[config.mk]
export PLATFORM = sky130hd
export DESIGN_NAME = pp_write_buffer
export DESIGN_NICKNAME = d
export VERILOG_FILES = /design/src/rtl/pp_pkg.sv /design/src/rtl/pp_mode_ctrl.sv /design/src/rtl/pp_page_buf.sv /design/src/rtl/pp_frame_tx.sv /design/src/rtl/pp_write_buffer.sv
export SDC_FILE = /design/constraint.sdc
export NUM_CORES = 1
export LEC_CHECK = 0
export ABC_CLOCK_PERIOD_IN_PS = 4200
export BUFFER_PORTS_ARGS = -buffer_cell sky130_fd_sc_hd__buf_2
export CORE_UTILIZATION = 51
export DETAILED_ROUTE_END_ITERATION = 12
export HOLD_SLACK_MARGIN = 0.02
export PLACE_DENSITY = 0.66
export SETUP_SLACK_MARGIN = 0.3
export SYNTH_ARGS = -nofsm -noshare
export SYNTH_HDL_FRONTEND = slang
export SYNTH_HIERARCHICAL = 1
export SYNTH_SLANG_ARGS = --single-unit
[constraint.sdc]
create_clock -name clk -period 4.2 [get_ports clk]
set_clock_uncertainty 0.05 [all_clocks]
set_input_delay 0.21 -clock clk [delete_from_list [all_inputs] [get_ports clk]]
set_output_delay 0.21 -clock clk [all_outputs]
set_load 0.05 [all_outputs]
[src/rtl/pp_pkg.sv]
package pp_pkg;
  localparam logic [7:0] CMD_PROGRAM = 8'h10;
  localparam logic [7:0] FLASH_OP_PP = 8'h02;
  typedef enum logic {SH_IDLE, SH_RUN} sh_state_e;
endpackage

[src/rtl/pp_mode_ctrl.sv]
module pp_mode_ctrl #(
  parameter int SW_LAT = 4
) (
  input  logic clk,
  input  logic rst_n,
  input  logic wr_en,
  input  logic wr_val,
  input  logic busy,
  output logic mode,
  output logic mode_fall
);
  localparam int LW = $clog2(SW_LAT + 1);

  logic          req_q;
  logic          pend_q;
  logic [LW-1:0] cnt_q;

  // A requested role change waits for the serializer to go idle,
  // then drains for SW_LAT edges before it is reported.
  always_ff @(posedge clk or negedge rst_n) begin
    if (!rst_n) begin
      mode      <= 1'b0;
      req_q     <= 1'b0;
      pend_q    <= 1'b0;
      cnt_q     <= '0;
      mode_fall <= 1'b0;
    end else begin
      mode_fall <= 1'b0;
      if (wr_en) begin
        req_q  <= wr_val;
        pend_q <= 1'b1;
        cnt_q  <= '0;
      end else if (pend_q && !busy) begin
        if (cnt_q == LW'(SW_LAT - 1)) begin
          mode      <= req_q;
          pend_q    <= 1'b0;
          mode_fall <= mode & ~req_q;
        end else begin
          cnt_q <= cnt_q + 1'b1;
        end
      end
    end
  end
endmodule

[src/rtl/pp_page_buf.sv]
module pp_page_buf #(
  parameter int PAGE_BYTES = 128
) (
  input  logic                              clk,
  input  logic                              rst_n,
  input  logic                              take,
  input  logic                              store_en,
  input  logic [31:0]                       wdata,
  input  logic                              clr,
  input  logic [$clog2(PAGE_BYTES)-1:0]     rd_idx,
  output logic [7:0]                        rd_byte,
  output logic [$clog2(PAGE_BYTES/4+1)-1:0] fill
);
  localparam int WORDS = PAGE_BYTES / 4;
  localparam int AW    = $clog2(WORDS);
  localparam int FW    = $clog2(WORDS + 1);

  logic [31:0] mem [WORDS];
  logic        room;
  logic [7:0]  lane [4];
  logic [31:0] rd_word;

  assign room = (fill < FW'(WORDS));

  always_ff @(posedge clk or negedge rst_n) begin
    if (!rst_n) begin
      fill <= '0;
    end else if (clr) begin
      fill <= '0;
    end else if (take && store_en && room) begin
      fill <= fill + 1'b1;
    end
  end

  always_ff @(posedge clk) begin
    if (take && store_en && room) begin
      mem[fill[AW-1:0]] <= wdata;
    end
  end

  assign rd_word = mem[rd_idx[$clog2(PAGE_BYTES)-1:2]];

  // Little-endian lanes: lane 0 is the lowest-addressed byte.
  for (genvar g = 0; g < 4; g++) begin : g_lane
    assign lane[g] = rd_word[8*g +: 8];
  end

  assign rd_byte = lane[rd_idx[1:0]];
endmodule

[src/rtl/pp_frame_tx.sv]
module pp_frame_tx
  import pp_pkg::*;
#(
  parameter int PAGE_BYTES = 128,
  parameter int HDR_BYTES  = 4,
  parameter int CLK_HALF   = 2
) (
  input  logic                              clk,
  input  logic                              rst_n,
  input  logic                              start,
  input  logic [8*HDR_BYTES-1:0]            hdr,
  input  logic [$clog2(PAGE_BYTES+1)-1:0]   nbytes,
  input  logic [7:0]                        rd_byte,
  output logic [$clog2(PAGE_BYTES)-1:0]     rd_idx,
  output logic                              busy,
  output logic                              done,
  output logic                              sclk,
  output logic                              cs_n,
  output logic                              mosi
);
  localparam int BCW = $clog2(PAGE_BYTES + HDR_BYTES);
  localparam int DW  = $clog2(CLK_HALF + 1);
  localparam int IW  = $clog2(PAGE_BYTES);
  localparam int HW  = 8 * HDR_BYTES;

  sh_state_e      state_q;
  logic [HW-1:0]  hdr_q;
  logic [BCW-1:0] byte_q;
  logic [BCW-1:0] last_q;
  logic [2:0]     bit_q;
  logic [DW-1:0]  div_q;
  logic           in_hdr;
  logic           half_end;
  logic [7:0]     cur_byte;

  assign in_hdr   = (byte_q < BCW'(HDR_BYTES));
  assign half_end = (div_q == DW'(CLK_HALF - 1));
  assign rd_idx   = IW'(byte_q - BCW'(HDR_BYTES));
  assign cur_byte = in_hdr ? hdr_q[HW-1 -: 8] : rd_byte;
  assign busy     = (state_q == SH_RUN);
  assign mosi     = busy ? cur_byte[3'd7 - bit_q] : 1'b0;
  assign done     = busy && half_end && sclk && (bit_q == 3'd7) && (byte_q == last_q);

  always_ff @(posedge clk or negedge rst_n) begin
    if (!rst_n) begin
      state_q <= SH_IDLE;
      hdr_q   <= '0;
      byte_q  <= '0;
      last_q  <= '0;
      bit_q   <= '0;
      div_q   <= '0;
      sclk    <= 1'b0;
      cs_n    <= 1'b1;
    end else begin
      case (state_q)
        SH_IDLE: begin
          if (start) begin
            state_q <= SH_RUN;
            cs_n    <= 1'b0;
            sclk    <= 1'b0;
            div_q   <= '0;
            bit_q   <= '0;
            byte_q  <= '0;
            hdr_q   <= hdr;
            last_q  <= BCW'(nbytes) + BCW'(HDR_BYTES - 1);
          end
        end
        default: begin
          if (half_end) begin
            div_q <= '0;
            if (!sclk) begin
              sclk <= 1'b1;
            end else begin
              sclk <= 1'b0;
              if (bit_q == 3'd7) begin
                bit_q <= '0;
                if (byte_q == last_q) begin
                  state_q <= SH_IDLE;
                  cs_n    <= 1'b1;
                end else begin
                  byte_q <= byte_q + 1'b1;
                  if (in_hdr) hdr_q <= hdr_q << 8;
                end
              end else begin
                bit_q <= bit_q + 1'b1;
              end
            end
          end else begin
            div_q <= div_q + 1'b1;
          end
        end
      endcase
    end
  end
endmodule

[src/rtl/pp_write_buffer.sv]
module pp_write_buffer
  import pp_pkg::*;
#(
  parameter int PAGE_BYTES = 128,
  parameter int ADDR_BYTES = 3,
  parameter int CLK_HALF   = 2,
  parameter int SW_LAT     = 4
) (
  input  logic                    clk,
  input  logic                    rst_n,
  input  logic                    mode_wr_en,
  input  logic                    mode_wr_val,
  output logic                    mode_rd,
  input  logic [ADDR_BYTES-1:0]   addr_wr_en,
  input  logic [8*ADDR_BYTES-1:0] addr_wr_data,
  input  logic                    cmd_wr_en,
  input  logic [7:0]              cmd_wr_data,
  output logic                    cmd_busy,
  input  logic                    wd_valid,
  output logic                    wd_ready,
  input  logic [31:0]             wd_data,
  output logic                    spi_sclk,
  output logic                    spi_cs_n,
  output logic                    spi_mosi
);
  localparam int WORDS     = PAGE_BYTES / 4;
  localparam int FW        = $clog2(WORDS + 1);
  localparam int NBW       = $clog2(PAGE_BYTES + 1);
  localparam int IW        = $clog2(PAGE_BYTES);
  localparam int HDR_BYTES = 1 + ADDR_BYTES;

  logic [8*ADDR_BYTES-1:0] addr_q;
  logic [FW-1:0]           fill_words;
  logic [FW-1:0]           fill_next;
  logic                    take;
  logic                    keep;
  logic                    start;
  logic                    done;
  logic                    mode_fall;
  logic [IW-1:0]           rd_idx;
  logic [7:0]              rd_byte;
  logic [NBW-1:0]          nbytes;

  for (genvar g = 0; g < ADDR_BYTES; g++) begin : g_addr
    always_ff @(posedge clk or negedge rst_n) begin
      if (!rst_n)             addr_q[8*g +: 8] <= '0;
      else if (addr_wr_en[g]) addr_q[8*g +: 8] <= addr_wr_data[8*g +: 8];
    end
  end

  assign wd_ready  = !cmd_busy;
  assign take      = wd_valid && wd_ready;
  assign keep      = take && mode_rd && (fill_words < FW'(WORDS));
  assign fill_next = fill_words + FW'(keep);
  assign nbytes    = NBW'({fill_next, 2'b00});
  assign start     = cmd_wr_en && (cmd_wr_data == CMD_PROGRAM) && mode_rd && !cmd_busy;

  pp_mode_ctrl #(.SW_LAT(SW_LAT)) u_mode (
    .clk       (clk),
    .rst_n     (rst_n),
    .wr_en     (mode_wr_en),
    .wr_val    (mode_wr_val),
    .busy      (cmd_busy),
    .mode      (mode_rd),
    .mode_fall (mode_fall)
  );

  pp_page_buf #(.PAGE_BYTES(PAGE_BYTES)) u_buf (
    .clk      (clk),
    .rst_n    (rst_n),
    .take     (take),
    .store_en (mode_rd),
    .wdata    (wd_data),
    .clr      (done | mode_fall),
    .rd_idx   (rd_idx),
    .rd_byte  (rd_byte),
    .fill     (fill_words)
  );

  pp_frame_tx #(
    .PAGE_BYTES (PAGE_BYTES),
    .HDR_BYTES  (HDR_BYTES),
    .CLK_HALF   (CLK_HALF)
  ) u_tx (
    .clk     (clk),
    .rst_n   (rst_n),
    .start   (start),
    .hdr     ({FLASH_OP_PP, addr_q}),
    .nbytes  (nbytes),
    .rd_byte (rd_byte),
    .rd_idx  (rd_idx),
    .busy    (cmd_busy),
    .done    (done),
    .sclk    (spi_sclk),
    .cs_n    (spi_cs_n),
    .mosi    (spi_mosi)
  );
endmodule

Word-level counts from Yosys, hierarchy flattened
Memory sizes are Yosys's and may differ from the RTL's.
Index checks and enable logic that the tools add are counted.

operators by class
  multiplexer cells = 56
  add/subtract/negate cells = 9
  reductions and logical operators = 25
  order comparisons = 4
  equality and inequality tests = 12
  bitwise gates (word level) = 6

operators by type and width
  cell                 count
  $mux 32              7
  $mux 8               9
  $mux 1               25
  $mux 3               8
  $bmux 8 s2           1
  $mux 6               2
  $ne 2x2->1 const B   6
  $logic_and 1x1->1    11
  $reduce_and 5->1     2
  $add 8x1->8 const B  1
  $add 8x2->8 const B  1
  $eq 8x5->1 const B   1
  $eq 8x8->1           1
  $lt 8x3->1 const B   1
  $reduce_and 2->1     4
  $reduce_bool 2->1    4
  $sub 7x3->7 const B  1
  $add 3x1->3 const B  2
  $add 6x1->6          1
  $add 6x1->6 const B  1
  $lt 6x6->1 const B   1
  $mux 2               3
  $reduce_and 3->1     2
  $reduce_and 6->1     1
  14 further kinds     16

word-level totals
  memories kept = 1
  RAM bits = 1,024
  word-level logic and storage cells = 130
  register bits = 93
  output and inout port bits = 6
  input port bits = 73

memories
  name       words  width  read ports  clocked after memory_dff  wr ports  line               text
  u_buf.mem  32     32     1           0                         1         pp_page_buf.sv:18  logic [31:0] mem [WORDS];

Longest topological paths before layout
  depth after elaboration = 9
  mapped depth = 12
  mapped depth without buffers = 10

By module
The synthesis kept the hierarchy.

modules (own cells, without submodules)
  module           seq. area each (µm²)  cells an instance  area each (µm²)  instances
  pp_page_buf      30,899.6              1,521              39,268.9         1
  pp_frame_tx      1,402.6               274                2,990.4          1
  pp_write_buffer  600.6                 70                 1,034.7          1
  pp_mode_ctrl     175.2                 27                 374.1            1

Worst setup path before layout
Ideal clock, no wire load.

  kind = register to output
  start point = register u_tx.byte_q[2]
  end point = output spi_mosi
  required time = 3,940 ps
  slack = -440 ps
  path buffers = 2
  cell stages (with the launch flop) = 13
  arrival time = 4,380 ps
  cells stage by stage = dfrtp_1 > inv_1 > ha_1 > or3b_4 > xnor2_1 > buf_1 > clkbuf_1 > mux4_2 > mux4_2 > mux2_2 > mux4_2 > o22ai_1 > nor4b_1

between the ends
  longest elaborated chain between the ends = 9
  elaborated cells on any way between the ends = 10
  those cells by class = add/sub: 1; order compare: 1; mux: 7; memory: 1

RTL lines
  what                                        line                   text
  start: declaration                          pp_frame_tx.sv:28      logic [BCW-1:0] byte_q;
  start signal: assignment                    pp_frame_tx.sv:81      byte_q <= byte_q + 1'b1;
  $sub 7x3->7                                 pp_frame_tx.sv:38      assign rd_idx = IW'(byte_q - BCW'(HDR_BYTES));
  via rd_idx[2]                               pp_write_buffer.sv:40  logic [IW-1:0] rd_idx;
  $mem_v2 32x32                               n/a
  $bmux 8 s2                                  pp_page_buf.sv:48      assign rd_byte = lane[rd_idx[1:0]];
  $mux 8 (not written as such) (2 in series)  pp_page_buf.sv:48
  via rd_byte[2]                              pp_write_buffer.sv:41  logic [7:0] rd_byte;
  $mux 8                                      pp_frame_tx.sv:39      assign cur_byte = in_hdr ? hdr_q[HW-1 -: 8] : rd_byte;
  $bmux 1 s3                                  pp_frame_tx.sv:41      assign mosi = busy ? cur_byte[3'd7 - bit_q] : 1'b0;
  $mux 1 (not written as such)                pp_frame_tx.sv:41
  $mux 1                                      pp_frame_tx.sv:41
  end: declaration                            pp_write_buffer.sv:24  output logic spi_mosi

The timed path passes the listed nets, and every way through them passes these cells. The select of a mux whose other input is x is not followed.

Worst setup path in the final report
Same ends and word-level chain as after synthesis.

==> impl_metrics.ini <==
[yosys]
synthDistinctLibCells = 55
synth-simple-area-share_pct = 1.79
seq_area_frac_synth_pct = 75.7
ys_seq_elements = 1117
avgSynthCellArea_um2 = 23.1
synth_fa_ha_area_share_pct = 0.401
synth-edff-count = 1024
synth_area_mm2 = 0.0437
yosysWarnings = 6
synthArstFlopShare_pct = 8.33
synthXorXnorAreaFrac_pct = 0.521
synth_top_family_by_area = multiplexers
synth_mux_area_share_pct = 19.7
ys.flop_type = edfxtp_1
synth_cells = 1892
synth_compound_area_share_pct = 0.585

[timing]
hold_violations = 0
fmax_mhz = 200
worst_slack_ns = -0.793
setup_violations = 1
min_period_ns = 4.99
tightest_slew_ns = 1.00
rsz0062_at_grt = yes
drv_slew = 0
relSlewSlack_pct = 33.0
setup_tns_ns = -0.793
period_share_pct = 119

[drt]
routed_wl_mm = 106
wire_per_inst_um = 30.6
ant_nets = 0
drc = 0
vias_per_cell = 6.19
via_count = 21400
drt_iter0_drc = 2497
dr.pass1.iters = 5

[pwr]
seqPwrFrac_pct = 43.1
p_leak_nw = 17.0
p_sw_share_pct = 25.8
clkPwrFrac_pct = 33.4
p_comb_share_pct = 23.5
irDropWorstVdd_mv = 0.385
p_per_area_mw_per_mm2 = 572
p_total_mw = 29.6
p_int_mw = 22.0
switching_power_mw = 7.64

[cts]
clock-root-buffer = clkbuf_16
worstSkewPairLatency_ns = 0.68
clockBufferDepth = 3
cts_tree = yes
numClockSinks = 1117
h-tree-depth = 3
cts_buffers = 112
path_clk_slew_ns = 0.06

[floorplanning]
num_rows = 106
core_mm2 = 0.0842
dieArea_mm2 = 0.0868
die_h_um = 295
die_w_um = 295
io_pins = 79
initial_utilization_pct = 51.9

[status]
failed_checks = setup timing
outcome = finished with violations

[setup_path]
cp_max_fo = 8
path_class = register to output port
worstPathArrival_ns = 4.73
worstSetupStartpointType = register
cp.required_ns = 3.94
end_kind = output port
reg2reg_from = u_tx/busy
startpoint = u_tx/byte_q[2]

[placement]
dp.final_hpwl_mm = 59.6
gp_congestion = 0.766
dp.cells = 3150
io_buffers = 78

[layout]
nets = 2314
layout-drive-gt1-share_pct = 37.4
stdcell_count = 3457
area_growth_pct = 18.4
final.fill_count = 5675
diodes = 0

[grt]
grt_usage_pct = 25.1
grt_overflow = 0
grt_start_max_net_pins = 60
grt_pass1_wl_mm = 152
antenna_found_initial = 5
grt_pass1_vias = 21700

[min_path]
min_path_type = input port to register
worstHoldStart = cmd_wr_data[3]

[flow_run]
drv_cap = 0
==> kinds of logic after synthesis <==
group,count (synthesis)
XOR/XNOR,26
AO/OA/AOI/OAI,43
AND/OR/NAND/NOR,151
other,2
multiplexers,427
flip-flops,1117
adder cells (fa/ha/maj),14
buffers and inverters,112
==> cell type report <==
type                    count  area [um^2]  area share, %
repair buffers            310         3030           5.86
multi-input cells         674        10500           20.2
inverters                  12         55.1          0.106
flip-flops and latches   1117        33100           64.0
clock inverters            81          798           1.54
well taps                1134         1420           2.74
clock buffers             129         2890           5.58
==> path summary, 6_finish.rpt <==
kind / to / depth (start not counted) / slack, ns
worst max-delay path: spi_mosi / 14 / -0.79
worst min-delay path: u_tx/busy / 5 / 0.06
worst max register to register: u_buf/mem[4][31] / 5 / 1.17
worst min register to register: u_mode/mode_fall / 1 / 0.41
max in group asynchronous: addr_q[8] / 3 / 3.04
min in group asynchronous: u_buf/fill[5] / 2 / 0.11
==> Yosys cell counts (6+ instances only) <==
cell type	count	area share, %
buf_4	9	0.15
ha_1	14	0.40
buf_2	25	0.29
xor2_1	11	0.22
mux4_2	339	17
mux2_2	83	2.1
clkbuf_1	38	0.33
o21ai_0	23	0.26
xnor2_1	15	0.30
dfrtp_1	92	5.3
inv_1	12	0.10
nor2_1	50	0.43
nand3_1	11	0.13
nand2_1	44	0.38
a21oi_1	6	0.069
buf_1	23	0.20
edfxtp_1	1024	70
==> cells in the final DEF (no fill, tap or decap), drive strengths merged, types with 6 or more instances in the layout <==
cell / synthesis / routed
edfxtp: 1024 / 1024
mux4: 339 / 339
buf: 62 / 222
clkbuf: 38 / 129
dfrtp: 92 / 92
dlygate4sd3: 0 / 85
mux2: 85 / 85
clkinv: 0 / 59
nor2: 50 / 50
nand2: 44 / 44
o21ai: 25 / 25
inv: 12 / 17
xnor2: 15 / 15
bufinv: 0 / 14
ha: 14 / 14
conb: 2 / 13
nand3: 12 / 12
xor2: 11 / 11
a21oi: 6 / 6
==> power by group through the flow <==
stage | registers, mW | logic (mW) | clock network [mW]
final | 12.8 | 6.95 | 9.89
after global routing | 12.8 | 7.34 | 10.5
after CTS | 12.7 | 6.97 | 10.1
after detailed placement | 13.0 | 6.56 | 0
after global placement | 12.9 | 6.47 | 0
after floorplan | 12.9 | 4.37 | 0
==> sequential cells by signal, summed over array words and instances (netlist names), 2 cells and up <==
signal / flops
u_tx/bit_q: 3
u_tx/hdr_q: 32
u_tx/last_q: 8
u_buf/fill: 6
u_tx/div_q: 2
u_mode/cnt_q: 3
u_buf/mem: 1024
u_tx/byte_q: 8
addr_q: 24
==> repair_timing <==
action	in CTS	in global routing
endpoints found under the hold margin	1113	0
hold buffers	85	0
buffers inserted	8	0
setup endpoints to repair	1	1
pin swaps	4	2
resized for setup	21	5
gates cloned	4	0
==> routing by layer <==
metal	vias to the layer above	track usage [%]	part of all wire (%)	wire length, um
li1	8660	-	-	-
met1	11600	36.0	40	42500
met2	1019	39.6	48	50900
met3	172	5.36	9.1	9560
met4	2	6.38	2.5	2650
met5	-	0	0.015	16
==> stage by stage <==
step                utilization, %  hold slack (ns)  setup slack (ns)  area [um^2]
finish                        61.4           0.0624            -0.793        51700
global route                  61.4           0.0815            -0.893        51700
floorplan                        -           -0.136             0.310        43800
CTS                           61.4           0.0441            -0.822        51700
global placement              55.6            0.266            -0.316        46900
detailed placement            55.6            0.278            -0.304        46900
==> critical path: stages (launching register included) <==
cell and delay, ns:
dfrtp_2 0.44, inv_8 0.06, ha_4 0.15, xor2_4 0.16, buf_12 0.17, buf_12 0.17
buf_16 0.14, mux4_2 0.28, mux4_2 0.62, mux4_2 0.61, mux2_4 0.30, mux4_2 0.46
o22ai_2 0.20, nor4b_4 0.09, buf_6 0.16
Power figures use the tool's default switching activity.
